File: src/rtl/adc_seq_ctrl.sv
module adc_seq_ctrl #(
  parameter int RES_W = 10,
  parameter int CH_W  = 5
) (
  input  logic             clk,
  input  logic             rst_n,
  input  logic             wr_en,
  input  logic             rd_en,
  input  logic [1:0]       addr,
  input  logic [7:0]       wdata,
  output logic [7:0]       rdata,
  output logic             conv_start,
  output logic [CH_W-1:0]  conv_chan,
  input  logic             conv_done,
  input  logic [RES_W-1:0] conv_data,
  output logic             idle,
  output logic             pad_isolate
);
  localparam int HI_W = RES_W - 8;
  localparam logic [CH_W-1:0] CH_OFF = '1;

  logic [CH_W-1:0] chan;
  logic            rep, mode8, coco, busy, lock;
  logic [HI_W-1:0] res_hi;
  logic [7:0]      res_lo;

  wire ctrl_wr = wr_en && addr == 2'd0;
  wire hi_rd   = rd_en && addr == 2'd1 && !mode8;
  wire lo_rd   = rd_en && addr == 2'd2;
  wire accept  = conv_done && busy && !ctrl_wr;
  wire xfer    = accept && !lock && !hi_rd;

  always_ff @(posedge clk or negedge rst_n) begin
    if (!rst_n) begin
      chan <= CH_OFF; rep <= 1'b0; mode8 <= 1'b0; coco <= 1'b0;
      busy <= 1'b0; lock <= 1'b0; conv_start <= 1'b0;
      res_hi <= '0; res_lo <= '0;
    end else if (ctrl_wr) begin
      chan       <= wdata[CH_W-1:0];
      rep        <= wdata[5];
      mode8      <= wdata[6];
      coco       <= 1'b0;
      lock       <= 1'b0;
      busy       <= wdata[CH_W-1:0] != CH_OFF;
      conv_start <= wdata[CH_W-1:0] != CH_OFF;
    end else begin
      conv_start <= accept && rep;
      if (accept && !rep) busy <= 1'b0;
      if (xfer) begin
        coco <= 1'b1;
        if (mode8) begin
          res_lo <= conv_data[RES_W-1 -: 8];
          res_hi <= '0;
        end else begin
          res_lo <= conv_data[7:0];
          res_hi <= conv_data[RES_W-1:8];
        end
      end
      if (lo_rd)      lock <= 1'b0;
      else if (hi_rd) lock <= 1'b1;
    end
  end

  always_comb begin
    case (addr)
      2'd0:    rdata = {coco, mode8, rep, chan};
      2'd1:    rdata = {{(8-HI_W){1'b0}}, res_hi};
      2'd2:    rdata = res_lo;
      default: rdata = 8'h00;
    endcase
  end

  assign conv_chan   = chan;
  assign idle        = !busy;
  assign pad_isolate = chan == CH_OFF;

  a_r2_start_on_write: assert property (@(posedge clk) disable iff (!rst_n)
    (ctrl_wr && wdata[CH_W-1:0] != CH_OFF) |=> (conv_start && !idle));
  a_r5_off_no_start: assert property (@(posedge clk) disable iff (!rst_n)
    (ctrl_wr && wdata[CH_W-1:0] == CH_OFF) |=> (!conv_start && idle && pad_isolate));
  a_r3_single_idle: assert property (@(posedge clk) disable iff (!rst_n)
    (conv_done && !idle && !rep && !ctrl_wr) |=> (idle && !conv_start));
  a_r4_repeat_restart: assert property (@(posedge clk) disable iff (!rst_n)
    (conv_done && !idle && rep && !ctrl_wr) |=> conv_start);
  a_r8_lock_holds: assert property (@(posedge clk) disable iff (!rst_n)
    (lock && !lo_rd && !ctrl_wr) |=> ($stable(res_lo) && $stable(res_hi)));
  a_r9_flag_clear: assert property (@(posedge clk) disable iff (!rst_n)
    ctrl_wr |=> !rdata[7] || addr != 2'd0);
  a_r7_no_lock_8bit: assert property (@(posedge clk) disable iff (!rst_n)
    mode8 |-> !lock);
endmodule

File: config.mk
export PLATFORM = sky130hd
export DESIGN_NAME = adc_seq_ctrl
export DESIGN_NICKNAME = d
export VERILOG_FILES = /design/src/rtl/adc_seq_ctrl.sv
export SDC_FILE = /design/constraint.sdc
export NUM_CORES = 1
export LEC_CHECK = 0
export ABC_AREA = 1
export BUFFER_PORTS_ARGS = -buffer_cell sky130_fd_sc_hd__buf_4
export CAP_MARGIN = 25
export CORE_ASPECT_RATIO = 0.75
export CORE_UTILIZATION = 35
export CTS_CLUSTER_SIZE = 20
export DETAILED_ROUTE_END_ITERATION = 8
export HOLD_SLACK_MARGIN = 0.1
export PLACE_DENSITY = 0.63
export SYNTH_ARGS = -nofsm -noshare
export SYNTH_HDL_FRONTEND = slang
export SYNTH_SLANG_ARGS = --single-unit
File: constraint.sdc
create_clock -name clk -period 1.2 [get_ports clk]
set_input_delay 0.12 -clock clk [delete_from_list [all_inputs] [get_ports clk]]
set_output_delay 0.12 -clock clk [all_outputs]
set_load 0.01 [all_outputs]
# After elaboration in Yosys (flattened, before gate mapping)
# Cells that the tools add are included.
[word_totals]
reg_bits = 21
input_bits = 25
word_cells = 46
out_inout_bits = 16
[op_classes]
eq_ne = 4
n_reduce_logical = 21
n_mux = 11
bitwise = 1
[ops]
columns = ["op", "n"]
rows = [
  ["$pmux W8 S3", 1],
  ["$logic_and A1 B1 Y1", 10],
  ["$mux W1", 8],
  ["$mux W8", 1],
  ["$logic_not A1 Y1", 6],
  ["$eq A5 B5 Y1 const B", 1],
  ["$ne A5 B5 Y1 const B", 1],
  ["$reduce_bool A2 Y1", 2],
  ["$reduce_bool A3 Y1", 1],
  ["$eq A2 B1 Y1 const B", 1],
  ["$eq A2 B2 Y1 const B", 1],
  ["$logic_not A2 Y1", 1],
  ["$mux W2", 1],
  ["$reduce_and A2 Y1", 1],
  ["$not A1 Y1", 1],
]

# Longest topological paths before layout
# Gate-level depths: netlist of the first run.
[logic_depth]
ltp_word = 8
depth_mapped = 9
ltp_nobuf = 7

# Least setup slack after synthesis of the first run
# No wires, ideal clock.
[synth_timing]
kind = "reg-to-reg"
start = "reg mode8"
end = "reg res_lo[7]"
path_buffers = 2
synth_period_minus_slack_ns = 1.107
setup_slack_ns = 0.093
arrival_time_ns = 0.991
path_stages_with_launch = 9
setup_ns = 0.116
cell_sequence = "dfrtp_1 -> buf_6 -> inv_4 -> nand2_2 -> nor2_2 -> nor2_4 -> buf_4 -> nand3_1 -> nand2_1"
[synth_via]
elab_chain_len = 5
[synth_rtl]
columns = ["element", "line", "text"]
rows = [
  ["from (decl)", "23", "logic rep, mode8, coco, busy, lock;"],
  ["from (signal assigned)", "41", "mode8 <= wdata[6];"],
  ["$logic_not A1 Y1", "28", "wire hi_rd = rd_en && addr == 2'd1 && !mode8;"],
  ["$logic_and A1 B1 Y1", "28", ""],
  ["$logic_not A1 Y1", "31", "wire xfer = accept && !lock && !hi_rd;"],
  ["$logic_and A1 B1 Y1", "31", ""],
  ["$reduce_and A2 Y1 (no line)", "n/a", ""],
  ["to (signal assigned)", "52", "res_lo <= conv_data[RES_W-1 -: 8];"],
  ["to (signal assigned)", "55", "res_lo <= conv_data[7:0];"],
  ["to (decl)", "25", "logic [7:0] res_lo;"],
]
# Parallel ways exist; a longest one is shown, timed or not.
# A chain may end at the register's enable or synchronous reset.

# Worst setup path after layout of the first run
[layout_timing]
start = "reg chan[0] (netlist: conv_chan[0])"
end = "out rdata[0]"
[layout_via]
elab_chain_len = 1
[layout_rtl]
columns = ["element", "line", "text"]
rows = [
  ["from (decl)", "22", "logic [CH_W-1:0] chan;"],
  ["from (signal assigned)", "39", "chan <= wdata[CH_W-1:0];"],
  ["$pmux W8 S3", "65", "case (addr)"],
  ["to (decl)", "11", "output logic [7:0] rdata,"],
]
# No other way between the ends.

==> impl_metrics.csv, run 1 <==
group,metric,value,unit
outcome,outcome,"complete, but fails checks",
outcome,violations,"setup timing",
timing,max_slew_margin,81.7,%
final_layout,fillerInstances,305,
timing,finalWorstPathRequiredPeriod,1.30,ns
timing,measured_slew_at_the_worst_slew_check_pin,0.274,ns
place,placement.io_buffers,39,
timing,final_critical_path_setup_slack,-0.0959,ns
synthesis,synth_compound_gate_area_share,9.70,%
place,hpwl,2180,microns
clock_tree,cts.clk_slew.worst_paths,0.07,ns
floorplan,placement_row_count,17,
final_layout,multi_input_comb_area,527,sq um
routing,first_iter_violations,41,
floorplan,coreArea,0.00302,sq mm
final_layout,layout.core_utilization,55.6,%
global_routing,grt_pass1_wl,5130,microns
final_layout,synthToLayoutAreaGrowth,47.9,%
min_path,min_from,"wr_en",
routing,num_vias,1188,
floorplan,die_w,67.8,microns
critical_path,cp-start-kind,"flip-flop",
critical_path,worst_r2r_startpoint,"mode8",
power_and_ir_drop,irDropWorstVdd,0.757,mV
routing,wirelength,3000,microns
clock_tree,clock_insertion_delay_worst_skew,0.26,ns
timing,clock_skew,0.00581,ns
synthesis,synth_fa_ha_area_share,0,%
synthesis,synth-edff-count,0,
routing,number_of_nets_still_failing_antenna_checks_after_routing,0,
routing,wl_per_cell,12.2,microns
place,placed_cells_incl_taps,229,
global_routing,pin_count_of_the_biggest_net_entering_global_routing,22,
synthesis,main_combinational_cell_family_by_area_after_synthesis,"simple AND/OR/NAND/NOR gates",
global_routing,groute.usage.overall,20.3,%
power_and_ir_drop,total_power_divided_by_cell_area,1400,mW/mm^2
min_path,worst_min_path_class,"in -> reg",
synthesis,yosys.area_share.simple,32.9,%
synthesis,synth.mux.area_fraction,0,%
synthesis,postSynthAreaPerCell,7.42,sq um
timing,setup_viol,4,
global_routing,antenna_found_initial,0,
clock_tree,cts_inserted_buffers,3,
synthesis,synth.ff_latch_count,21,
clock_tree,cts_tree,"yes",
floorplan,fp.dieArea,0.00348,sq mm
synthesis,postSynth.asyncResetShare,100,%
synthesis,area_share_of_xor_xnor_cells_in_the_synthesized_design,0,%
final_layout,final_net_count,233,
synthesis,post-synth-top-count-cell,"sky130_fd_sc_hd__nand2_1",
synthesis,synth.largest_area_cell,"sky130_fd_sc_hd__dfrtp_1",
clock_tree,cts_buffer_depth,2,
critical_path,setup.worst_path.end_class,"primary output",
timing,fmaxAchievable,0.772,GHz
synthesis,synth.yosys.warnings,0,
synthesis,synth_cell_type_count,20,
synthesis,synth_sequential_area_ratio,46.9,%
critical_path,criticalPathCategory,"reg -> out",
critical_path,timing.critical_path.slowest_stage_cell,"sky130_fd_sc_hd__dfstp_2",
routing,number_of_vias_per_cell,4.85,
final_layout,num_antenna_cells,0,
critical_path,critical_path_buf_inv_count,2,
clock_tree,clock-root-buffer,"sky130_fd_sc_hd__clkbuf_8",
timing,finalHoldViolCount,0,
timing,post-route-period-util,108,%
timing,pins_over_their_slew_limit,0,
floorplan,ios,41,
global_routing,vias_in_the_first_global_route,1139,
synthesis,synth_top_flop_cell,"sky130_fd_sc_hd__dfrtp_1",
final_layout,seqCellArea,532,sq um
critical_path,worstPathCellList,"inv_2, o211ai_1, buf_4",
clock_tree,clock-sinks,21,
clock_tree,cts_max_level,1,
critical_path,worst_setup_path_startpoint,"conv_chan[0]",
critical_path,critPathMaxFanout,3,
critical_path,crit_arrival,1.18,ns
floorplan,die_y,51.3,microns
final_layout,drive_above_1_share,34.8,%
synthesis,synth.cells.most_frequent,"sky130_fd_sc_hd__nand2_1, sky130_fd_sc_hd__o21ai_0, sky130_fd_sc_hd__dfrtp_1",
synthesis,syn_nets,178,
job,maxCapViolations,0,
synthesis,syn-instance-count,153,
final_layout,final-instance-count-excl-fill,245,
floorplan,initial_utilization,37.6,%
routing,detail_route.first_pass.iterations,4,
synthesis,netlist.area_leader.share,35.3,%
routing,drc_errors,0,
global_routing,gr-total-overflow,0,
timing,rsz0062_at_grt,"true",
synthesis,ys_top_cells_by_area,"sky130_fd_sc_hd__dfrtp_1, sky130_fd_sc_hd__nand2_1, sky130_fd_sc_hd__dfstp_2, sky130_fd_sc_hd__o21ai_0, sky130_fd_sc_hd__nand3_1",
critical_path,slowest_delay,0.54,ns
critical_path,required_time_of_the_worst_setup_path,1.08,ns
place,finalWeightedCongestion,0.786,
critical_path,timing.critical_path.max_delay_family,"flip-flops",
synthesis,syn-cell-area,0.00113,sq mm
power_and_ir_drop,static-leakage-power,0.901,nW
[final cells by class]
class                           instances  area share [%]
Clock buffer                            4            2.68
Inverter                               17            3.95
Multi-Input combinational cell        109            31.4
Sequential cell                        21            31.7
Tap cell                               38            2.83
Timing Repair Buffer                   56            27.4
[through the flow]
stage	hold slack (ns)	worst slack, ns	setup TNS (ns)	cell area (sq um)	total power [mW]
finish	0.166	-0.0959	-0.239	1680	2.35
global route	0.185	-0.152	-0.593	1680	2.53
CTS	0.151	-0.104	-0.290	1650	2.35
detailed placement	0.0199	0.0748	0	1460	1.78
global placement	0.0156	0.106	0	1460	1.76
floorplan	-0.176	0.0929	0	1130	1.46
[cell usage in the layout (no fill, tap or decap)]
cell / synthesis / routed
sky130_fd_sc_hd__dfstp_2: 5 / 5
sky130_fd_sc_hd__nand2_2: 3 / 2
sky130_fd_sc_hd__nand4_1: 1 / 1
sky130_fd_sc_hd__nor3_2: 0 / 1
sky130_fd_sc_hd__o21ai_2: 0 / 3
sky130_fd_sc_hd__o21ai_0: 17 / 14
sky130_fd_sc_hd__dlygate4sd3_1: 0 / 8
sky130_fd_sc_hd__clkbuf_1: 0 / 1
sky130_fd_sc_hd__a21oi_4: 0 / 1
sky130_fd_sc_hd__nand2_1: 66 / 66
sky130_fd_sc_hd__nand3_1: 12 / 11
sky130_fd_sc_hd__buf_4: 2 / 45
sky130_fd_sc_hd__nand2_4: 0 / 1
sky130_fd_sc_hd__inv_2: 1 / 3
sky130_fd_sc_hd__nand3_2: 0 / 1
sky130_fd_sc_hd__a22o_1: 1 / 1
sky130_fd_sc_hd__o211ai_1: 1 / 1
sky130_fd_sc_hd__nor2_1: 3 / 3
sky130_fd_sc_hd__clkbuf_8: 0 / 3
sky130_fd_sc_hd__inv_4: 1 / 1
sky130_fd_sc_hd__dfrtp_1: 16 / 16
sky130_fd_sc_hd__buf_12: 0 / 1
sky130_fd_sc_hd__buf_6: 3 / 2
sky130_fd_sc_hd__nor2_4: 1 / 3
sky130_fd_sc_hd__inv_1: 15 / 13
[power breakdown]
part           switching [mW]  total, mW  internal, mW
sequential              0.119       1.05         0.927
clock                   0.222      0.458         0.237
combinational           0.438      0.843         0.404
total                   0.780       2.35          1.57
[state kept, by name, indices dropped and copies added, names as in the netlist]
name,cells
conv_chan,5
res_lo,8
rep,1
busy,1
coco,1
lock,1
conv_start,1
res_hi,2
mode8,1
[worst paths after layout]
path,cells after the start,to,slack [ns]
setup / recovery,3,rdata[0],-0.1
hold / removal,4,conv_start,0.17
setup reg to reg,7,res_lo[2],0.07
hold reg to reg,2,res_hi[0],0.47
max in group asynchronous,2,conv_chan[0],0.65
min in group asynchronous,2,busy,0.27
[layer usage]
metal	vias to the layer above	global-route usage (%)	wire, microns
met5	-	0	0
met4	0	7.45	61
met3	7	4.24	174
met2	34	31.5	1400
met1	560	27.6	1360
li1	587	-	-
[kinds of logic after synthesis]
family          after synthesis
flops                        21
buf+inv                      23
compound gates               20
simple gates                 89
[worst register-to-register path, stage by stage, from the launching register on]
cell                      delay (ns)
sky130_fd_sc_hd__dfrtp_1        0.41
sky130_fd_sc_hd__inv_4          0.10
sky130_fd_sc_hd__nand2_2        0.07
sky130_fd_sc_hd__nor2_4         0.10
sky130_fd_sc_hd__nor2_4         0.06
sky130_fd_sc_hd__buf_6          0.13
sky130_fd_sc_hd__nand3_1        0.07
sky130_fd_sc_hd__nand2_1        0.08
[repair_timing]
action                                 CTS  global route
endpoints found under the hold margin   28             0
gates cloned                             0             0
pin swaps                                6             2
buffers inserted                         4             1
setup endpoints to repair                7            11
gates resized for setup                 10             8
hold buffers                             8             0
(Power assumes the default switching activity.)
==> run 2: changes to the inputs <==
CORE_MARGIN = 2   (was unset)
TNS_END_PERCENT = 50   (was unset)
==> run 2 against run 1 <==
Compared with the run above:
- the flow still finishes with violations (setup timing)
- combinational power increased by 4.4%
- setup slack got worse by 0.025 ns
- core utilization grew 0.95 points
- design area up 1.7%
- critical path type unchanged
- largest power group unchanged
==> impl_metrics.csv, run 2 (synthesis results as in run 1) <==
group,metric,value,unit
outcome,outcome,"complete, but fails checks",
outcome,violations,"setup timing",
clock_tree,cts.clk_slew.worst_paths,0.08,ns
critical_path,setup.worst_path.end_class,"primary output",
timing,worst_hold_slack,0.167,ns
job,maxCapViolations,0,
timing,fmaxAchievable,0.757,GHz
global_routing,antenna_found_initial,0,
final_layout,num_antenna_cells,0,
timing,measured_slew_at_the_worst_slew_check_pin,0.272,ns
global_routing,gr-total-overflow,0,
timing,setup_viol,5,
final_layout,commonest_non_fill_non_tap_cells_in_the_layout,"sky130_fd_sc_hd__nand2_1, sky130_fd_sc_hd__buf_4, sky130_fd_sc_hd__dfrtp_1",
global_routing,groute.usage.overall,17.8,%
min_path,hold_end,"conv_start",
routing,number_of_vias_per_cell,4.82,
routing,wl_per_cell,12.6,microns
critical_path,timing.critical_path.slowest_stage_cell,"sky130_fd_sc_hd__dfstp_2",
place,hpwl,2150,microns
routing,drc_errors,0,
clock_tree,clock-root-buffer,"sky130_fd_sc_hd__clkbuf_8",
critical_path,criticalPathCategory,"reg -> out",
final_layout,max_flop_register,"res_lo",
place,finalWeightedCongestion,0.771,
routing,wirelength,3140,microns
clock_tree,cts_buffer_depth,2,
floorplan,die_y,53.3,microns
critical_path,critPathMaxFanout,3,
critical_path,slowest_delay,0.56,ns
final_layout,synthToLayoutAreaGrowth,50.4,%
critical_path,critical_path.reg2reg.endpoint,"res_lo[7]",
min_path,min_from,"wr_en",
clock_tree,clock_insertion_delay_worst_skew,0.27,ns
min_path,whs_path_depth,4,
final_layout,mostFrequentLayoutCell,"sky130_fd_sc_hd__nand2_1",
power_and_ir_drop,internal-power,1.60,mW
global_routing,grt_pass1_wl,5150,microns
floorplan,fp.dieArea,0.00372,sq mm
timing,finalWorstPathRequiredPeriod,1.32,ns
routing,detail_route.first_pass.iterations,6,
floorplan,initial_utilization,37.6,%
floorplan,coreArea,0.00302,sq mm
critical_path,crit_arrival,1.20,ns
place,place_ws,0.0811,ns
clock_tree,cts_tree,"yes",
final_layout,drive_above_1_share,35.8,%
critical_path,critical_path_buf_inv_count,1,
critical_path,worst_r2r_startpoint,"mode8",
place,placement.io_buffers,39,
power_and_ir_drop,power.share.clock,19.7,%
timing,post-route-period-util,110,%
timing,finalHoldViolCount,0,
timing,pins_over_their_slew_limit,0,
power_and_ir_drop,swShare,33.4,%
critical_path,worstPathCellList,"nand3_1, nor3_2, buf_4",
critical_path,r2r.worst_path.cells,7,
power_and_ir_drop,switching_power,0.802,mW
global_routing,vias_in_the_first_global_route,1154,
floorplan,ios,41,
routing,first_iter_violations,41,
clock_tree,clock-sinks,21,
timing,max_slew_margin,81.8,%
power_and_ir_drop,static-leakage-power,0.920,nW
power_and_ir_drop,p_seq_share,43.7,%
final_layout,largest_register_ff_count,8,
timing,clock_skew,0.00755,ns
final_layout,final-instance-count-excl-fill,250,
floorplan,placement_row_count,17,
min_path,worst_min_path_class,"in -> reg",
routing,number_of_nets_still_failing_antenna_checks_after_routing,0,
clock_tree,cts_inserted_buffers,3,
power_and_ir_drop,power.share.combinational,36.6,%
floorplan,die_w,69.8,microns
final_layout,layout.core_utilization,56.5,%
timing,rsz0062_at_grt,"true",
critical_path,cp-start-kind,"flip-flop",
critical_path,timing.critical_path.max_delay_family,"flip-flops",
global_routing,pin_count_of_the_biggest_net_entering_global_routing,22,
critical_path,required_time_of_the_worst_setup_path,1.08,ns
place,placed_cells_incl_taps,229,
timing,final_critical_path_setup_slack,-0.121,ns
final_layout,final_net_count,238,
clock_tree,cts_max_level,1,
critical_path,regToRegSetupSlack,0.09,ns
routing,num_vias,1206,
power_and_ir_drop,irDropWorstVdd,1.02,mV
power_and_ir_drop,total_power_divided_by_cell_area,1410,mW/mm^2
[run 2: cell count changes in the layout (fill, tap and decap cells not counted), sizes merged]
cell / delta
buf: +4
clkbuf: +1
[run 2: how the worst max path moves through the flow]
stage | start | to | cells after the start
after detailed placement | mode8 | coco | 6
after floorplan | mode8 | res_lo[7] | 8
final | conv_chan[1] | pad_isolate | 3
after global placement | mode8 | coco | 6
after CTS | conv_chan[0] | rdata[0] | 3
after global routing | conv_chan[2] | pad_isolate | 3
[run 2: timing repair]
item                                    4_1_cts  5_1_grt
hold buffers                                  8        0
endpoints found under the hold margin        28        0
pin swaps                                     4        3
setup buffers                                 3        5
resized for setup                             7        9
endpoints found under the setup margin        7        9
cloned                                        0        1
[run 2: cell type report]
class                   count  area [sq um]
clock buffers               4          45.0
fillers                   288          1310
inverters                  17          66.3
multi-input cells         109           509
flip-flops and latches     21           532
well taps                  38          47.5
repair buffers             61           507
[run 2: through the flow]
step | setup TNS (ns) | power [mW] | cell area, sq um
after floorplan | 0 | 1.46 | 1130
after detailed placement | 0 | 1.78 | 1460
after global routing | -0.645 | 2.57 | 1710
after CTS | -0.358 | 2.31 | 1620
final | -0.290 | 2.41 | 1710
after global placement | 0 | 1.76 | 1460
[run 2: power by group through the flow]
stage	sequential, mW	combinational [mW]	clock, mW
finish	1.05	0.880	0.473
global route	1.07	0.984	0.509
CTS	1.05	0.781	0.480
detailed placement	1.06	0.714	0
global placement	1.05	0.704	0
floorplan	1.04	0.416	0
[run 2: routing by layer]
metal	vias to the layer above	share of wire, %	global-route usage (%)
li1	594	-	-
met1	559	46	22.3
met2	48	45	30.1
met3	5	8.0	6.10
met4	0	0.83	3.85
met5	-	0	0
[run 2: worst register-to-register path, stage by stage, from the launching register on]
cell and delay [ns]:
sky130_fd_sc_hd__dfrtp_1 0.41, sky130_fd_sc_hd__inv_4 0.08, sky130_fd_sc_hd__nand2_2 0.06, sky130_fd_sc_hd__nor2_4 0.09
sky130_fd_sc_hd__nor2_4 0.05, sky130_fd_sc_hd__buf_4 0.17, sky130_fd_sc_hd__nand3_1 0.08, sky130_fd_sc_hd__nand2_1 0.05
